<file path="config.mk">
export PLATFORM = sky130hd
export DESIGN_NAME = swflow_ctrl
export DESIGN_NICKNAME = d
export VERILOG_FILES = /design/src/rtl/swflow_pkg.sv /design/src/rtl/swflow_dp.sv /design/src/rtl/swflow_fsm.sv /design/src/rtl/swflow_ctrl.sv
export SDC_FILE = /design/constraint.sdc
export NUM_CORES = 1
export LEC_CHECK = 0
export BUFFER_PORTS_ARGS = -buffer_cell sky130_fd_sc_hd__buf_2
export CORE_ASPECT_RATIO = 2
export CORE_MARGIN = 5
export CORE_UTILIZATION = 50
export CTS_CLUSTER_DIAMETER = 120
export CTS_CLUSTER_SIZE = 12
export DETAILED_ROUTE_END_ITERATION = 16
export PLACE_DENSITY = 0.79
export SETUP_SLACK_MARGIN = 0.15
export SYNTH_ARGS = -nofsm -noshare
export SYNTH_HDL_FRONTEND = slang
export SYNTH_SLANG_ARGS = --single-unit
</file>
<file path="constraint.sdc">
create_clock -name clk -period 1.9 [get_ports clk]
set_clock_uncertainty 0.15 [all_clocks]
set_input_delay 0.19 -clock clk [delete_from_list [all_inputs] [get_ports clk]]
set_output_delay 0.19 -clock clk [all_outputs]
set_load 0.01 [all_outputs]
</file>
<file path="src/rtl/swflow_pkg.sv">
package swflow_pkg;

  // events decoded by the datapath for the control
  typedef struct packed {
    logic gotXon;
    logic gotXoff;
    logic fillHigh;
    logic fillLow;
  } dp_evt_t;

  // strobes from the control to the datapath
  typedef struct packed {
    logic loadReq;
    logic loadXoff;
  } ctl_cmd_t;

endpackage

</file>
<file path="src/rtl/swflow_dp.sv">
module swflow_dp
  import swflow_pkg::*;
#(
  parameter int CHAR_W    = 8,
  parameter int LVL_W     = 6,
  parameter int HI_MARK   = 12,
  parameter int LO_MARK   = 8,
  parameter logic [CHAR_W-1:0] XON_INIT  = 8'h11,
  parameter logic [CHAR_W-1:0] XOFF_INIT = 8'h13
) (
  input  logic              clk,
  input  logic              rstN,
  input  logic              codeWrXon,
  input  logic              codeWrXoff,
  input  logic [CHAR_W-1:0] codeWrData,
  input  logic              rxValid,
  input  logic [CHAR_W-1:0] rxChar,
  input  logic [LVL_W-1:0]  rxLevel,
  input  logic              stripEn,
  input  ctl_cmd_t          cmd,
  output dp_evt_t           evt,
  output logic [CHAR_W-1:0] sendCode,
  output logic              pushOk
);

  localparam logic [LVL_W-1:0] HI_LVL = LVL_W'(HI_MARK);
  localparam logic [LVL_W-1:0] LO_LVL = LVL_W'(LO_MARK);

  logic [CHAR_W-1:0] xonQ, xoffQ, sendCodeQ;
  logic matchXon, matchXoff;

  always_ff @(posedge clk or negedge rstN) begin
    if (!rstN) begin
      xonQ  <= XON_INIT;
      xoffQ <= XOFF_INIT;
    end else begin
      if (codeWrXon)  xonQ  <= codeWrData;
      if (codeWrXoff) xoffQ <= codeWrData;
    end
  end

  assign matchXon  = rxValid && (rxChar == xonQ);
  assign matchXoff = rxValid && (rxChar == xoffQ);

  always_comb begin
    evt.gotXon   = matchXon;
    evt.gotXoff  = matchXoff;
    evt.fillHigh = (rxLevel >= HI_LVL);
    evt.fillLow  = (rxLevel <= LO_LVL);
  end

  // code is frozen when the request is raised
  always_ff @(posedge clk or negedge rstN) begin
    if (!rstN)            sendCodeQ <= '0;
    else if (cmd.loadReq) sendCodeQ <= cmd.loadXoff ? xoffQ : xonQ;
  end

  assign sendCode = sendCodeQ;
  assign pushOk   = rxValid && !(stripEn && (matchXon || matchXoff));

endmodule

</file>
<file path="src/rtl/swflow_fsm.sv">
module swflow_fsm
  import swflow_pkg::*;
(
  input  logic       clk,
  input  logic       rstN,
  input  logic [1:0] modeSel,
  input  dp_evt_t    evt,
  input  logic       hostXonReq,
  input  logic       hostXoffReq,
  input  logic       sendAck,
  input  logic       txBusy,
  input  logic       statusRd,
  input  logic       irqMask,
  output ctl_cmd_t   cmd,
  output logic       sendReq,
  output logic       txAllow,
  output logic       flowStat,
  output logic       flowIrq
);

  logic autoTx, autoRx, hostOnly;
  logic haltQ, allowQ, pendQ, thrQ, statQ;
  logic pendD, thrD;

  assign autoTx   = modeSel[0];
  assign autoRx   = modeSel[1];
  assign hostOnly = (modeSel == 2'b00);

  always_comb begin
    cmd   = '0;
    thrD  = thrQ;
    pendD = pendQ && !sendAck;
    if (!pendQ) begin
      if (autoRx) begin
        if (!thrQ && evt.fillHigh) begin
          cmd.loadReq  = 1'b1;
          cmd.loadXoff = 1'b1;
          thrD         = 1'b1;
        end else if (thrQ && evt.fillLow) begin
          cmd.loadReq = 1'b1;
          thrD        = 1'b0;
        end
      end else if (hostOnly) begin
        if (hostXoffReq) begin
          cmd.loadReq  = 1'b1;
          cmd.loadXoff = 1'b1;
        end else if (hostXonReq) begin
          cmd.loadReq = 1'b1;
        end
      end
    end
    if (!autoRx) thrD = 1'b0;
    if (cmd.loadReq) pendD = 1'b1;
  end

  always_ff @(posedge clk or negedge rstN) begin
    if (!rstN) begin
      haltQ  <= 1'b0;
      allowQ <= 1'b1;
      pendQ  <= 1'b0;
      thrQ   <= 1'b0;
      statQ  <= 1'b0;
    end else begin
      if (!autoTx)          haltQ <= 1'b0;
      else if (evt.gotXoff) haltQ <= 1'b1;
      else if (evt.gotXon)  haltQ <= 1'b0;
      if (!txBusy) allowQ <= !haltQ;
      pendQ <= pendD;
      thrQ  <= thrD;
      if (evt.gotXon || evt.gotXoff) statQ <= 1'b1;
      else if (statusRd)             statQ <= 1'b0;
    end
  end

  assign sendReq  = pendQ;
  assign txAllow  = allowQ;
  assign flowStat = statQ;
  assign flowIrq  = statQ && irqMask;

endmodule

</file>
<file path="src/rtl/swflow_ctrl.sv">
module swflow_ctrl
  import swflow_pkg::*;
#(
  parameter int CHAR_W  = 8,
  parameter int LVL_W   = 6,
  parameter int HI_MARK = 12,
  parameter int LO_MARK = 8
) (
  input  logic              clk,
  input  logic              rstN,
  input  logic [1:0]        modeSel,
  input  logic              stripEn,
  input  logic              irqMask,
  input  logic              codeWrXon,
  input  logic              codeWrXoff,
  input  logic [CHAR_W-1:0] codeWrData,
  input  logic              rxValid,
  input  logic [CHAR_W-1:0] rxChar,
  input  logic [LVL_W-1:0]  rxLevel,
  input  logic              hostXonReq,
  input  logic              hostXoffReq,
  input  logic              sendAck,
  input  logic              txBusy,
  input  logic              statusRd,
  output logic              txAllow,
  output logic              sendReq,
  output logic [CHAR_W-1:0] sendCode,
  output logic              pushOk,
  output logic              flowStat,
  output logic              flowIrq
);

  dp_evt_t  evt;
  ctl_cmd_t cmd;

  swflow_dp #(
    .CHAR_W(CHAR_W), .LVL_W(LVL_W), .HI_MARK(HI_MARK), .LO_MARK(LO_MARK)
  ) u_dp (
    .clk(clk), .rstN(rstN),
    .codeWrXon(codeWrXon), .codeWrXoff(codeWrXoff), .codeWrData(codeWrData),
    .rxValid(rxValid), .rxChar(rxChar), .rxLevel(rxLevel), .stripEn(stripEn),
    .cmd(cmd), .evt(evt), .sendCode(sendCode), .pushOk(pushOk)
  );

  swflow_fsm u_fsm (
    .clk(clk), .rstN(rstN), .modeSel(modeSel), .evt(evt),
    .hostXonReq(hostXonReq), .hostXoffReq(hostXoffReq),
    .sendAck(sendAck), .txBusy(txBusy), .statusRd(statusRd), .irqMask(irqMask),
    .cmd(cmd), .sendReq(sendReq), .txAllow(txAllow),
    .flowStat(flowStat), .flowIrq(flowIrq)
  );

endmodule

</file>
; ---- Yosys cells after proc, flatten, opt, wreduce, memory -nomap -nowiden
; Index checks and enable logic that the tools add are counted.
[classes]
magnitude_cmp = 2
shift = 0
addsub = 0
eq_ne = 5
multipliers = 0
bitwise = 0
div = 0
mux = 20
n_reduce_logical = 16
[ops]
columns = operator, n
row1 = $eq 8x8->1, 2
row2 = $mux 1, 16
row3 = $logic_and 1x1->1, 8
row4 = $mux 8, 1
row5 = $ge 6x4->1 const B, 1
row6 = $le 6x4->1 const B, 1
row7 = $mux 2, 3
row8 = $ne 3x1->1 const B, 2
row9 = $logic_not 1->1, 4
row10 = $logic_not 2->1, 1
row11 = $ne 2x2->1 const B, 1
row12 = $reduce_and 2->1, 1
row13 = $reduce_bool 2->1, 1
row14 = $logic_or 1x1->1, 1
[word_totals]
inputBits = 36
latchBits = 0
out_inout_bits = 13
romBits = 0
ram_bits = 0
ff_bits = 29
memories = 0
word_cells = 51

; ---- Longest topological paths before layout
[logic_depth]
ltp_word = 7
mapped_depth = 5
ltp_nobuf = 4

; ---- Hierarchy
; A second synthesis with hierarchy kept.
[hier_totals]
cells_unflattened = 131
hier_area_um2 = 1461.4
[modules_own_cells]
columns = module, n_inst, area_per_inst_um2, seq_area_each_um2, cells_each
row1 = swflow_dp, 1, 1217.4, 606.8, 104
row2 = swflow_fsm, 1, 244.0, 126.4, 27

; ---- Worst setup path before layout
; OpenSTA, ideal clock, no wires.
[synth_timing]
kind = flip-flop to flip-flop
start = register u_fsm.pendQ (netlist: u_fsm.sendReq)
end = register u_dp.sendCodeQ[0] (netlist: u_dp.sendCode[0])
arrival_time_ps = 1476
path_stages_with_launch = 6
n_path_buf = 1
t_required_ps = 1625
period_less_slack_ps = 1751
path_slack_ps = 149
setup_time_ps = 125
cell_sequence = dfrtp_1 > or4b_1 > buf_2 > nand2_1 > o32ai_1 > mux2_2
[synth_between]
elab_chain_len = 2
[synth_rtl]
columns = item, line_no
row1 = start: declaration, swflow_fsm.sv:22  ; logic haltQ, allowQ, pendQ, thrQ, statQ;
row2 = start signal: assignment, swflow_fsm.sv:68  ; pendQ <= pendD;
row3 = $mux 2 *, swflow_fsm.sv:33  ; if (!pendQ) begin
row4 = $mux 8, swflow_dp.sv:55  ; else if (cmd.loadReq) sendCodeQ <= cmd.loadXoff ? xoffQ : xonQ;
row5 = end signal: assignment, swflow_dp.sv:55
row6 = end: declaration, swflow_dp.sv:29  ; logic [CHAR_W-1:0] xonQ, xoffQ, sendCodeQ;
; Mark *: on every way between the ends. The rest lies on a longest branch, timed or not.
; A chain may end at the register's enable or synchronous reset.

; ---- Worst setup path after layout
[layout_timing]
start = register u_dp.xonQ[0]
end = output port pushOk
[layout_between]
elab_chain_len = 6
[layout_rtl]
columns = item, line_no
row1 = start: declaration, swflow_dp.sv:29
row2 = start signal: assignment, swflow_dp.sv:37  ; if (codeWrXon) xonQ <= codeWrData;
row3 = $eq 8x8->1, swflow_dp.sv:42  ; assign matchXon = rxValid && (rxChar == xonQ);
row4 = $logic_and 1x1->1, swflow_dp.sv:42
row5 = $logic_or 1x1->1, swflow_dp.sv:59  ; assign pushOk = rxValid && !(stripEn && (matchXon || matchXoff));
row6 = $logic_and 1x1->1, swflow_dp.sv:59
row7 = $logic_not 1->1, swflow_dp.sv:59
row8 = $logic_and 1x1->1, swflow_dp.sv:59
row9 = end: declaration, swflow_ctrl.sv:28  ; output logic pushOk,
; Every way passes these cells.

==> impl_metrics.yaml <==
setup_path:
  cpPeakStageDelay_ns: 0.56
  cp-end-kind: "primary output"
  critPathKind: "reg2out"
  cp.required_ns: 1.56
  cp.arrival_ns: 1.61
  cp_top_family: "flip-flops"
  slowest_stage: "dfstp_2"
  cp_num_buf_inv: 1
  crit_path_start_kind: "register"
  crit_chain: "xnor2_2, nand3_2, nor4_4, o22ai_1, buf_2"
  critPathMaxFanout: 3
clocking:
  root_buffer: "clkbuf_8"
  numCtsBuffers: 5
  cts_num_sinks: 29
  path_clk_slew_ns: 0.07
  clk_latency_ns: 0.29
  htreeDepth: 2
  clk_path_buf_depth: 2
  cts_tree: "done"
pwr:
  p_total_mw: 2.256
  power_density_nw_per_um2: 982.1
  p_leak_nw: 1.044
  ir_drop_v: 0.0008069
synth:
  synth-seq-cells: 29
  synth_edf_count: 0
  synth.area.top_cells: "dfrtp_1 (38%), mux2_2 (12%), dfstp_2 (11%)"
  syn_avg_cell_area_um2: 10.84
  synth_top_area_share_pct: 38.46
  ys_seq_area_share_pct: 49.00
  syn_inst: 138
  yosys-top-cells-count: "dfrtp_1 (23), nand2_1 (19), mux2_2 (16)"
  syn_nets: 174
  yosysMostFrequentCell: "dfrtp_1"
  netlist_area_um2: 1496
  ys_warn_count: 0
  synthArstFlopShare_pct: 100.0
  yosysUniqueCellTypes: 30
  synth_top_area_cell: "dfrtp_1"
  ys.flop_type: "dfrtp_1"
drt:
  drt_iter0_markers: 37
  drt_wl_total_mm: 4.448
  dr.pass1.iters: 4
  wl_per_cell_um: 18.69
  vias: 1376
  viasPerCell: 5.782
  drc: 0
  ant_nets: 0
sta:
  max-slew-margin-rel_pct: 56.42
  min_period_over_period_pct: 102.6
  fmax_mhz: 513.2
  tightestPinTransition_ns: 0.6538
  fin_crit_ns: 1.948
  slew_viol_final: 0
  setup_viol: 1
  setup_tns_ns: -0.04848
  setup_slack_ns: -0.04848
  finalHoldViolCount: 0
  grt_setup_unrepaired: "true"
place:
  gp_congestion: 0.8262
  port_buffers: 48
  hpwlAfterDp_mm: 2.829
floorplanning:
  die_h_um: 87.37
  rows: 28
  initial_core_util_pct: 51.46
  core-area_um2: 2908
  ios: 49
  die_area_um2: 4253
  die_w_um: 48.69
global_routing:
  grt_first_pass_wirelength_mm: 6.741
  grt_overflow_total: 0
  antenna_found_initial: 0
  grt_start_max_net_pins: 30
  grt_pass1_vias: 1445
  grt_usage_pct: 20.70
outcome:
  status: "finished with violations"
  violations: "negative setup slack"
run:
  max-cap-violations: 0
layout:
  n_antenna_cell: 0
  final_nets: 243
  drive_gt1_share_pct: 54.33
  area_growth_pct: 53.51
hold_path:
  holdCritPathClass: "in2reg"
[cell usage in the layout, fill, tap and decap left out, types with 2 or more instances in the layout]
cell,synthesis,final
buf_2,2,48
buf_4,0,5
buf_6,0,2
clkbuf_8,0,7
dfrtp_1,23,22
dfstp_2,6,6
dlygate4sd3_1,0,11
inv_1,12,12
mux2_2,16,8
mux2_4,0,8
nand2_1,19,11
nand2_2,0,2
nand2_4,0,6
nand4_1,3,3
nor2_1,2,2
nor3_4,1,2
nor4_4,0,2
o21ai_0,11,11
o32ai_2,0,2
o32ai_4,0,6
xnor2_1,15,13
xnor2_2,0,2
[worst register-to-register path, delay by kind of cell (launching register included)]
kind            cells  cell delay (ns)
simple gates        2             0.76
compound gates      1             0.09
flops               1             0.44
mux                 1             0.28
[power by group]
group	leakage [nW]	switching, mW	internal (mW)
registers	0.342	0.0996	0.759
clock network	0.0542	0.236	0.327
logic	0.648	0.406	0.429
[cell type report]
class / instances / area (um^2)
multi-input combinational: 93 / 968.4
sequential: 29 / 734.5
fill: 175 / 610.6
timing repair buffer: 66 / 410.4
clock buffer: 7 / 96.34
inverter: 12 / 45.04
tap: 30 / 37.54
clock inverter: 1 / 5.005
[metrics by stage]
| stage | area [um^2] | util, % | instances | hold slack (ns) | worst slack [ns] |
|---|---|---|---|---|---|
| final | 2297 | 79.00 | 238 | 0.01788 | -0.04848 |
| after CTS | 2188 | 75.26 | 236 | 0.01582 | -0.03040 |
| after global routing | 2297 | 79.00 | 238 | 0.04732 | -0.1334 |
| after floorplan | 1503 | - | 138 | -0.2556 | 0.1801 |
| after global placement | 1779 | 61.19 | 215 | 0.08745 | 0.08597 |
| after detailed placement | 1779 | 61.19 | 215 | 0.1030 | 0.03843 |
[flip-flops by register name, indices dropped and copies added, names as in the netlist]
signal and count:
u_fsm.thrQ 1, u_dp.sendCode 8, u_fsm.haltQ 1, u_fsm.txAllow 1, u_dp.xoffQ 8, u_dp.xonQ 8
u_fsm.flowStat 1, u_fsm.sendReq 1
[cells by family after synthesis]
| family | after synthesis | share of synthesized area [%] |
|---|---|---|
| and+or+nand+nor | 34 | 12.04 |
| DFF | 29 | 49.00 |
| AOI/OAI and AO/OA | 27 | 13.38 |
| xor gates and xnor gates | 16 | 9.365 |
| muxes | 16 | 12.04 |
| buffers and inverters | 16 | 4.181 |
[repair_timing]
action | CTS | global route
pin swaps | 13 | 9
buffers inserted | 2 | 2
hold buffers | 11 | 0
setup endpoints to repair | 9 | 9
endpoints found under the hold margin | 35 | 0
gates resized for setup | 30 | 18
[worst paths after layout]
check,from,slack [ns],cells after the start,to
max reg2reg,u_fsm.sendReq,0.07,4,u_dp.sendCode[6]
min in group asynchronous,rstN,0.32,2,u_dp.sendCode[7]
min,statusRd,0.02,3,u_fsm.flowStat
max in group asynchronous,rstN,0.83,2,u_fsm.sendReq
min reg2reg,u_fsm.haltQ,0.29,1,u_fsm.txAllow
max,u_dp.xonQ[0],-0.05,5,pushOk
[layer usage]
metal  global-route usage (%)  vias to the layer above  wire (um)
met4                    13.24                        0        210
met2                    37.02                       55       2382
met1                    20.29                      680       1566
met5                        0                        -          0
met3                    5.832                       16        289
li1                         -                      625          -
Note: power is estimated with default switching activity, not from simulation.
